`config.mk`:
```
export PLATFORM = sky130hd
export DESIGN_NAME = i2c_pace_watchdog
export DESIGN_NICKNAME = d
export VERILOG_FILES = /design/src/rtl/i2c_pace_pkg.sv /design/src/rtl/i2c_pace_datapath.sv /design/src/rtl/i2c_pace_control.sv /design/src/rtl/i2c_pace_watchdog.sv
export SDC_FILE = /design/constraint.sdc
export NUM_CORES = 1
export LEC_CHECK = 0
export BUFFER_PORTS_ARGS = -buffer_cell sky130_fd_sc_hd__buf_2
export CORE_MARGIN = 2
export CORE_UTILIZATION = 57
export DETAILED_ROUTE_END_ITERATION = 10
export GPL_TIMING_DRIVEN = 0
export PLACE_DENSITY = 0.8
export SYNTH_ARGS = -nofsm -noshare
export SYNTH_HDL_FRONTEND = slang
export SYNTH_SLANG_ARGS = --single-unit
```
`constraint.sdc`:
```
create_clock -name clk -period 3.71 [get_ports clk]
set_clock_uncertainty 0.15 [all_clocks]
set_input_delay 0.5565 -clock clk [delete_from_list [all_inputs] [get_ports clk]]
set_output_delay 0.5565 -clock clk [all_outputs]
set_load 0.05 [all_outputs]
```
`src/rtl/i2c_pace_pkg.sv`:
```
package i2c_pace_pkg;

  // Commands from control to the counter datapath
  typedef struct packed {
    logic reload;   // load the prescale-derived start value
    logic advance;  // count up by one
  } cntCmd_t;

  // Status from the datapath back to control
  typedef struct packed {
    logic sclEdge;    // SCL level differs from last sampled level
    logic paceWrap;   // low pacing bits are at their top value
    logic nearCarry;  // full counter is one below all ones
  } cntStat_t;

endpackage

```
`src/rtl/i2c_pace_datapath.sv`:
```
module i2c_pace_datapath
  import i2c_pace_pkg::*;
#(
  parameter int CNT_W  = 10,
  parameter int PACE_W = 3,
  parameter int SEL_W  = 2
) (
  input  logic             clk,
  input  logic             rstN,
  input  cntCmd_t          cmd,
  input  logic [SEL_W-1:0] prescaleSel,
  input  logic             sclSync,
  output cntStat_t         stat
);

  localparam int PACE_TOP_I = (1 << PACE_W) - 1;
  localparam int HALF_I     = 1 << (PACE_W - 1);
  localparam int BASE_I     = PACE_TOP_I - HALF_I;
  localparam logic [CNT_W-1:0]  CNT_NEAR = {{(CNT_W-1){1'b1}}, 1'b0};
  localparam logic [PACE_W-1:0] PACE_TOP = {PACE_W{1'b1}};

  logic [CNT_W-1:0] cnt;
  logic [CNT_W-1:0] preloadVal;
  logic             sclPrev;

  // Reload value: base minus the prescale code
  always_comb begin
    preloadVal = CNT_W'(BASE_I) - CNT_W'(prescaleSel);
  end

  always_ff @(posedge clk or negedge rstN) begin
    if (!rstN) begin
      sclPrev <= 1'b1;
    end else begin
      sclPrev <= sclSync;
    end
  end

  always_ff @(posedge clk or negedge rstN) begin
    if (!rstN) begin
      cnt <= '0;
    end else if (cmd.reload) begin
      cnt <= preloadVal;
    end else if (cmd.advance) begin
      cnt <= cnt + 1'b1;
    end
  end

  always_comb begin
    stat.sclEdge   = sclSync ^ sclPrev;
    stat.paceWrap  = (cnt[PACE_W-1:0] == PACE_TOP);
    stat.nearCarry = (cnt == CNT_NEAR);
  end

endmodule

```
`src/rtl/i2c_pace_control.sv`:
```
module i2c_pace_control
  import i2c_pace_pkg::*;
(
  input  logic     clk,
  input  logic     rstN,
  input  logic     tickEn,
  input  logic     runEn,
  input  logic     frameActive,
  input  logic     irqEnable,
  input  logic     irqClear,
  input  cntStat_t stat,
  output cntCmd_t  cmd,
  output logic     minTimeMet,
  output logic     ifaceReset,
  output logic     timeoutIrq
);

  logic advanceNow;
  logic timeoutHit;
  logic paceHit;

  always_comb begin
    // An SCL edge restarts the count instead of advancing it
    advanceNow  = tickEn & frameActive & ~stat.sclEdge;
    timeoutHit  = advanceNow & runEn & stat.nearCarry;
    paceHit     = advanceNow & stat.paceWrap;
    cmd.advance = advanceNow;
    cmd.reload  = ~frameActive | stat.sclEdge | timeoutHit;
  end

  always_ff @(posedge clk or negedge rstN) begin
    if (!rstN) begin
      minTimeMet <= 1'b0;
      ifaceReset <= 1'b0;
    end else begin
      minTimeMet <= paceHit;
      ifaceReset <= timeoutHit;
    end
  end

  // Sticky flag; a new timeout wins over a clear
  always_ff @(posedge clk or negedge rstN) begin
    if (!rstN) begin
      timeoutIrq <= 1'b0;
    end else if (timeoutHit && irqEnable) begin
      timeoutIrq <= 1'b1;
    end else if (irqClear) begin
      timeoutIrq <= 1'b0;
    end
  end

endmodule

```
`src/rtl/i2c_pace_watchdog.sv`:
```
module i2c_pace_watchdog #(
  parameter int CNT_W  = 10,
  parameter int PACE_W = 3,
  parameter int SEL_W  = 2
) (
  input  logic             clk,
  input  logic             rstN,
  input  logic             tickEn,
  input  logic             runEn,
  input  logic [SEL_W-1:0] prescaleSel,
  input  logic             sclSync,
  input  logic             frameActive,
  input  logic             irqEnable,
  input  logic             irqClear,
  output logic             minTimeMet,
  output logic             ifaceReset,
  output logic             timeoutIrq
);

  i2c_pace_pkg::cntCmd_t  cmd;
  i2c_pace_pkg::cntStat_t stat;

  i2c_pace_datapath #(
    .CNT_W (CNT_W),
    .PACE_W(PACE_W),
    .SEL_W (SEL_W)
  ) u_datapath (
    .clk        (clk),
    .rstN       (rstN),
    .cmd        (cmd),
    .prescaleSel(prescaleSel),
    .sclSync    (sclSync),
    .stat       (stat)
  );

  i2c_pace_control u_control (
    .clk        (clk),
    .rstN       (rstN),
    .tickEn     (tickEn),
    .runEn      (runEn),
    .frameActive(frameActive),
    .irqEnable  (irqEnable),
    .irqClear   (irqClear),
    .stat       (stat),
    .cmd        (cmd),
    .minTimeMet (minTimeMet),
    .ifaceReset (ifaceReset),
    .timeoutIrq (timeoutIrq)
  );

endmodule

```
# After elaboration in Yosys (flattened, before gate mapping)
# Cells that the tools add are included.
[totals]
register_bits = 14
latch_bits = 0
mem_bits_rw = 0
mem_bits_ro = 0
in_bits = 10
output_inout_bits = 3
wordCells = 26
n_memories = 0
[classes]
n_addsub = 2
mul = 0
div_mod_pow = 0
magnitude_cmp = 0
n_eq_ne = 2
shifts = 0
n_mux = 4
bitwise_logic = 10
n_reduce_logical = 3
[ops]
columns = ["cell", "count"]
rows = [
  ["2-to-1 mux 10 bit", 2],
  ["adder 10 x 1 -> 10 bit, second input constant", 1],
  ["== test 10 bit, second input constant", 1],
  ["AND 1 bit", 5],
  ["nonzero test 2 bit", 2],
  ["== test 3 bit, second input constant", 1],
  ["subtractor 2 x 2 -> 3 bit, first input constant", 1],
  ["2-to-1 mux 1 bit", 2],
  ["NOT 1 bit", 2],
  ["bitwise OR 1 bit", 2],
  ["logical AND 1 bit", 1],
  ["bitwise XOR 1 bit", 1],
]

# Longest topological paths before layout
# Gate-level depths: netlist of run 1.
[depth]
ltp_word = 7
depth_mapped = 7
mapped_depth_nobuf = 6

# By module
# Synthesis of run 1 repeated with hierarchy kept, for this count alone.
[hier_totals]
hier_cells = 69
area_unflattened_um2 = 734.5
[by_module_without_submodules]
columns = ["mod", "n_inst", "cells_per_inst", "area_per_inst_um2"]
rows = [
  ["i2c_pace_datapath", 1, 58, 595.6],
  ["i2c_pace_control", 1, 11, 138.9],
]

# Least setup slack after synthesis of run 1
# No wires, ideal clock.
[synth_path]
path_kind = "register -> register"
start = "register u_datapath.cnt[0]"
end = "register u_datapath.cnt[1]"
setup_ns = 0.126
t_arrival_ns = 1.400
required_time_ns = 3.434
path_slack_ns = 2.034
stages_incl_launch_ff = 7
path_buffers = 0
period_less_slack_ns = 1.676
path_cell_list = "dfrtp_1 > inv_1 > ha_1 > and4_1 > nand4_2 > mux2i_1 > a221o_1"
[synth_between]
elab_chain_len = 4
[synth_lines]
columns = ["element", "line_no", "text"]
rows = [
  ["start, declared", "i2c_pace_datapath.sv:22", "logic [CNT_W-1:0] cnt;"],
  ["start signal, assigned", "i2c_pace_datapath.sv:43", "cnt <= preloadVal;"],
  ["start signal, assigned", "i2c_pace_datapath.sv:45", "cnt <= cnt + 1'b1;"],
  ["branches (longest 4 deep; another with adder 10 x 1 -> 10 bit)", "--", ""],
]
# Parallel ways; which one is timed is not known. The select of a mux whose other input is x is not followed.
# A chain may end at the register's enable or synchronous reset.

# Worst setup path in the final report of run 1
[layout_path]
start = "register u_datapath.cnt[0]"
end = "register u_datapath.cnt[3]"
# The elaborated chain is that of the path after synthesis.

==> impl_metrics.tcl, run 1 <==
set metrics [dict create \
    cts_buffers 3 \
    synth_seq_area_share_pct 43.30 \
    dieArea_um2 1743 \
    drc 0 \
    slew_headroom_pct 72.94 \
    setup_viol 0 \
    place_congestion 0.7968 \
    outcome "complete, no violations" \
    vias 672 \
    drv_cap 0 \
    crit_slowest_cell "dfrtp_1" \
    hold_class "primary input to async pin" \
    synthTopCellsByArea "dfrtp_1 (40%), nand3_1 (5.5%), a31oi_1 (4.6%), ha_1 (4.6%), nand2b_1 (3.9%)" \
    ys_async_sr_fraction_pct 100.0 \
    areaGrowthSynthToFinish_pct 14.18 \
    core-area_um2 1318 \
    cpPeakStageDelay_ns 0.44 \
    synth_top_area_share_pct 40.06 \
    diodes 0 \
    reg2reg_from "u_datapath.cnt[0]" \
    placed_area_um2 890.9 \
    arrival_ns 1.92 \
    cp.depth 7 \
    start_util_pct 61.63 \
    synth_area_per_cell_um2 10.15 \
    vias_per_cell 6.054 \
    finalHoldViolations 0 \
    ys_ff_latch 14 \
    grt_pass1_wl_um 2946 \
    synth_edf_count 0 \
    yosysWarnings 0 \
    first_pass_iters 4 \
    ir_drop_v 0.0002127 \
    die_width_um 41.75 \
    gr-total-overflow 0 \
    post_cts_resized 0 \
    syn_nets 93 \
    setup_tns_ns 0 \
    post-route-min-period_ns 1.896 \
    worstSetupEndpointType "register" \
    synthesis.area_um2 812.0 \
    grtUsageTotal_pct 21.60 \
    synthMostInstantiatedCell "dfrtp_1" \
    synth_cells 80 \
    cts-root-buf "clkbuf_4" \
    startpoint_type "register" \
    power_per_cell_area_nw_per_um2 326.6 \
    ys.flop_type "dfrtp_1" \
    post-cts-setup-buffers 0 \
    crit_type "register to register" \
    htree_levels 1 \
    cp_max_fo 10 \
    endpoint "u_datapath.cnt[3]" \
    crit_required_ns 3.74 \
    insertion_delay_ns 0.27 \
    clk_path_buf_depth 2 \
    period_share_pct 51.12 \
    nFillCells 101 \
    first_iter_violations 8 \
    r2r_cells 7 \
    total_power_mw 0.3028 \
    cts_sinks 14 \
    wire_per_inst_um 14.49 \
    reg2reg_to "u_datapath.cnt[3]" \
    path_clk_slew_ns 0.09 \
    ys_top_cells_by_count "dfrtp_1 (13), nand3_1 (9), a31oi_1 (6)" \
    hold_ws_ns 0.006642 \
    antenna_found_initial 0 \
    postCtsHoldBufs 0 \
    grt_max_degree 15 \
    worst-path-buf-inv 2 \
    cp_cell_sequence "inv_1 > ha_1 > and4_1 > nand4_2 > buf_2 > nand2_1 > a311oi_1" \
    drt_wl_total_um 1608 \
    cts_tree "done" \
    antenna_left 0 \
    portBuffers 12 \
    yosys.area.top_type "dfrtp_1" \
    max_freq_ghz 0.5273 \
    nNetsFinal 110 \
    leakage_nw 0.4185 \
    ys_types 30 \
    boundaryPins 13 \
    first_global_vias 723 \
    rsz0062_at_grt "no" \
    die_h_um 41.75 \
    tightest_slew_ns 0.4059 \
    final_max_slew_viol_count 0 \
    dp_hpwl_um 1172 \
    stdcell_area_um2 927.1 \
    cp-startpoint "u_datapath.cnt[0]" \
    path_delay_family "flip-flops" \
    rows 13 \
    r2r_slack_ns 1.81 \
    final_layout_size_suffix_gt1_share_pct 25.00 \
]
[worst min path at each step]
| stage | startpoint | end | slack (ns) |
|---|---|---|---|
| after detailed placement | rstN | u_control.timeoutIrq | 0.32 |
| after floorplan | rstN | u_control.ifaceReset | 0.11 |
| after CTS | rstN | u_control.timeoutIrq | 0.02 |
| after global placement | rstN | u_control.ifaceReset | 0.32 |
| final | rstN | u_datapath.cnt[6] | 0.007 |
| after global routing | rstN | u_control.timeoutIrq | 0.04 |
[state kept, by name, indices dropped and copies added, names as in the netlist]
register / flops
u_datapath.cnt: 10
u_control.ifaceReset: 1
u_control.minTimeMet: 1
u_control.timeoutIrq: 1
u_datapath.sclPrev: 1
[power breakdown]
part           leakage, nW  internal [mW]  switching (mW)  total [mW]
logic                0.210         0.0139          0.0182      0.0322
clock network       0.0210         0.0596          0.0493       0.109
registers            0.188          0.156         0.00527       0.162
[metal layers]
metal,vias up,part of all wire (%),GRT usage (%)
li1,335,-,-
met4,0,0.44,10.32
met1,325,46,28.18
met5,-,0,0
met2,10,50,35.31
met3,2,2.9,2.609
[layout by cell type (no fill, tap or decap), drive strengths merged]
master,netlist,layout
a221o,2,2
a41oi,1,1
o32ai,1,1
a311oi,1,1
buf,2,14
nand3,10,10
ha,3,3
dfstp,1,1
or3b,3,3
nand2,5,5
or2b,2,2
clkbuf,1,5
nor2,4,4
xnor2,1,1
nand3b,3,3
mux2i,2,2
inv,3,3
nand4,2,2
nand2b,5,5
and2,1,1
and4,3,3
nand4b,2,2
dfrtp,13,13
a31oi,6,6
and3,2,2
a21oi,1,1
[cell families (layout without fill, tap and decap cells)]
family          after synthesis  count (layout)  share of synthesized area (%)
compound gates               12              12                          11.87
fa+ha+maj                     3               3                          4.623
xor+xnor                      1               1                          1.079
mux                           2               2                          2.465
flops                        14              14                          43.30
simple gates                 42              42                          33.28
buf+inv                       6              22                          3.389
[metrics by stage]
| step | cells | worst slack [ns] | util, % |
|---|---|---|---|
| after CTS | 111 | 1.786 | 70.37 |
| after global placement | 107 | 1.862 | 67.62 |
| after global routing | 111 | 1.647 | 70.37 |
| final | 111 | 1.814 | 70.37 |
| after floorplan | 80 | 2.034 | - |
| after detailed placement | 107 | 1.808 | 67.62 |
[final cells by class]
cell class	count	area, um2	area share (%)
multi-input cells	60	432.9	46.69
plain buffers	3	16.27	1.754
flip-flops and latches	14	351.6	37.92
well taps	15	18.77	2.024
repair buffers	12	60.06	6.478
clock buffers	4	36.28	3.914
inverters	3	11.26	1.215
No activity file was read; power rests on OpenSTA's default activity.
==> inputs of run 2 (changes only) <==
--- a/config.mk
+++ b/config.mk
@@ -7,10 +7,10 @@
 export LEC_CHECK = 0
 export BUFFER_PORTS_ARGS = -buffer_cell sky130_fd_sc_hd__buf_2
 export CORE_MARGIN = 2
-export CORE_UTILIZATION = 57
+export CORE_UTILIZATION = 48
 export DETAILED_ROUTE_END_ITERATION = 10
 export GPL_TIMING_DRIVEN = 0
-export PLACE_DENSITY = 0.8
+export PLACE_DENSITY = 0.72
 export SYNTH_ARGS = -nofsm -noshare
 export SYNTH_HDL_FRONTEND = slang
 export SYNTH_SLANG_ARGS = --single-unit
==> constraint.sdc (replaced) <==
create_clock -name clk -period 1.61 [get_ports clk]
set_clock_uncertainty 0.15 [all_clocks]
set_input_delay 0.2415 -clock clk [delete_from_list [all_inputs] [get_ports clk]]
set_output_delay 0.2415 -clock clk [all_outputs]
set_load 0.05 [all_outputs]
==> run 2 against run 1 <==
The flow now finishes with violations (setup timing). Clock-buffer cell count did not move. First-iteration DRC count fell by 13%. Largest cell class unchanged. Final cell count rose by 11%. Core utilization fell by 1.3 points. Combinational power rose to 3.4 times the previous value. Sequential power rose by 130%. Setup slack got worse by 1.9 ns. Sequential share of layout area fell by 4.7 points. Fmax rose by 11%. Sequential cell count did not move.
==> impl_metrics.tcl, run 2 (synthesized netlist as in run 1, its figures left out) <==
set metrics [dict create \
    period_share_pct 106.6 \
    wl_met1_um 875 \
    die_h_um 45.13 \
    start_util_pct 52.68 \
    hold_class "primary input to register" \
    grt_pass1_wl_um 2946 \
    vias_per_cell 5.902 \
    cp_max_fo 4 \
    first_pass_iters 4 \
    grtUsageTotal_pct 20.47 \
    crit_type "register to register" \
    cts_buffers 3 \
    dr_wl_met3_um 53 \
    cts_tree "done" \
    path_clk_slew_ns 0.08 \
    rsz0062_at_grt "yes" \
    outcome "finished, violations left" \
    violations "setup timing" \
    rows 14 \
    multi_input_area_um2 466.7 \
    min_path_cells 3 \
    setup_viol 8 \
    layout_commonest_cell "buf_2" \
    ir_drop_v 0.0005632 \
    top_register "u_datapath.cnt" \
    dieArea_um2 2037 \
    clk_path_buf_depth 2 \
    largest_register_ffs 10 \
    first_iter_violations 7 \
    final_max_slew_viol_count 0 \
    top_layer_used "met4" \
    stdcell_area_um2 1065 \
    antenna_left 0 \
    ff_latch_area_um2 354.1 \
    cts-root-buf "clkbuf_4" \
    cts_sinks 14 \
    final_cell_mix "buf_2 (12), dfrtp_1 (11), buf_4 (8), nand3_1 (8), a31oi_1 (6)" \
    vias 726 \
    core-area_um2 1541 \
    tightest_slew_ns 0.4060 \
    antenna_found_initial 0 \
    drc 0 \
    gr-total-overflow 0 \
    areaGrowthSynthToFinish_pct 31.12 \
    boundaryPins 13 \
    slew_headroom_pct 72.93 \
    wire_per_inst_um 14.85 \
    power_per_cell_area_nw_per_um2 691.8 \
    final_layout_size_suffix_gt1_share_pct 37.38 \
    worstSetupEndpointType "register" \
    startpoint_type "register" \
    r2r_cells 6 \
    max_freq_ghz 0.5829 \
    nNetsFinal 121 \
    placed_area_um2 894.6 \
    route.met2.wl_um 848 \
    post-route-min-period_ns 1.716 \
    r2r_slack_ns -0.11 \
    dp_hpwl_um 1121 \
    final_core_util_pct 69.07 \
    total_power_mw 0.7366 \
    setup_ws_ns -0.1056 \
    crit_required_ns 1.64 \
    finalHoldViolations 0 \
    portBuffers 12 \
    first_global_vias 687 \
    insertion_delay_ns 0.29 \
    drv_cap 0 \
    nFillCells 116 \
    place_congestion 0.7631 \
    grt_max_degree 15 \
    arrival_ns 1.74 \
    leakage_nw 0.4769 \
    drt_wl_total_um 1827 \
    die_width_um 45.13 \
    htree_levels 1 \
    diodes 0 \
]
## run 2: cell count changes in the layout (fill, tap and decap cells not counted), moves of 2 or more
cell,previous run,this run
dfrtp_1,13,11
dlygate4sd3_1,0,3
buf_6,0,2
buf_4,1,8
dfrtp_2,0,2
## run 2: cell type report
class / count / area share [%]
Buffer: 3 / 2.115
Clock buffer: 4 / 3.408
Inverter: 3 / 1.058
Multi-Input combinational cell: 60 / 43.83
Sequential cell: 14 / 33.26
Tap cell: 16 / 1.880
Timing Repair Buffer: 23 / 14.45
## run 2: repair_timing
action / 4_1_cts / 5_1_grt
gates resized for setup: 4 / 8
hold buffers: 3 / 0
hold endpoints to repair: 16 / 0
buffers inserted: 5 / 3
setup endpoints to repair: 11 / 11
pin swaps: 3 / 4
## run 2: critical path: stages (launching register included)
cell and delay [ns]:
dfrtp_2 0.45, inv_2 0.07, ha_1 0.15, and4_4 0.23, nand4_4 0.10, mux2i_1 0.14, a221o_1 0.31
## run 2: worst paths after layout
check	start	endpoint
worst max register to register	u_datapath.cnt[0]	u_datapath.cnt[1]
worst min-delay path	irqEnable	u_control.timeoutIrq
max in group asynchronous	rstN	u_datapath.sclPrev
min in group asynchronous	rstN	u_control.timeoutIrq
worst min register to register	u_control.timeoutIrq	u_control.timeoutIrq
worst max-delay path	u_datapath.cnt[0]	u_datapath.cnt[1]
## run 2: per-layer routing
| layer | global-route usage [%] | vias up |
|---|---|---|
| li1 | - | 356 |
| met1 | 26.95 | 349 |
| met2 | 32.86 | 17 |
| met3 | 3.600 | 4 |
| met4 | 8.824 | 0 |
| met5 | 0 | - |
## run 2: metrics by stage
stage	TNS [ns]	hold WS, ns	cells	worst slack (ns)
finish	-0.3130	0.06395	123	-0.1056
global route	-1.053	0.06781	123	-0.1620
CTS	-0.3277	0.06559	120	-0.09818
detailed placement	-0.8096	0.008045	108	-0.1610
global placement	-0.9253	0.002886	108	-0.1792
floorplan	-0.03636	-0.2041	80	-0.03636
## run 2: power breakdown
group / total (mW) / internal (mW) / switching [mW]
clock network: 0.256 / 0.138 / 0.119
logic: 0.109 / 0.0566 / 0.0520
registers: 0.372 / 0.361 / 0.0107
total: 0.737 / 0.555 / 0.181
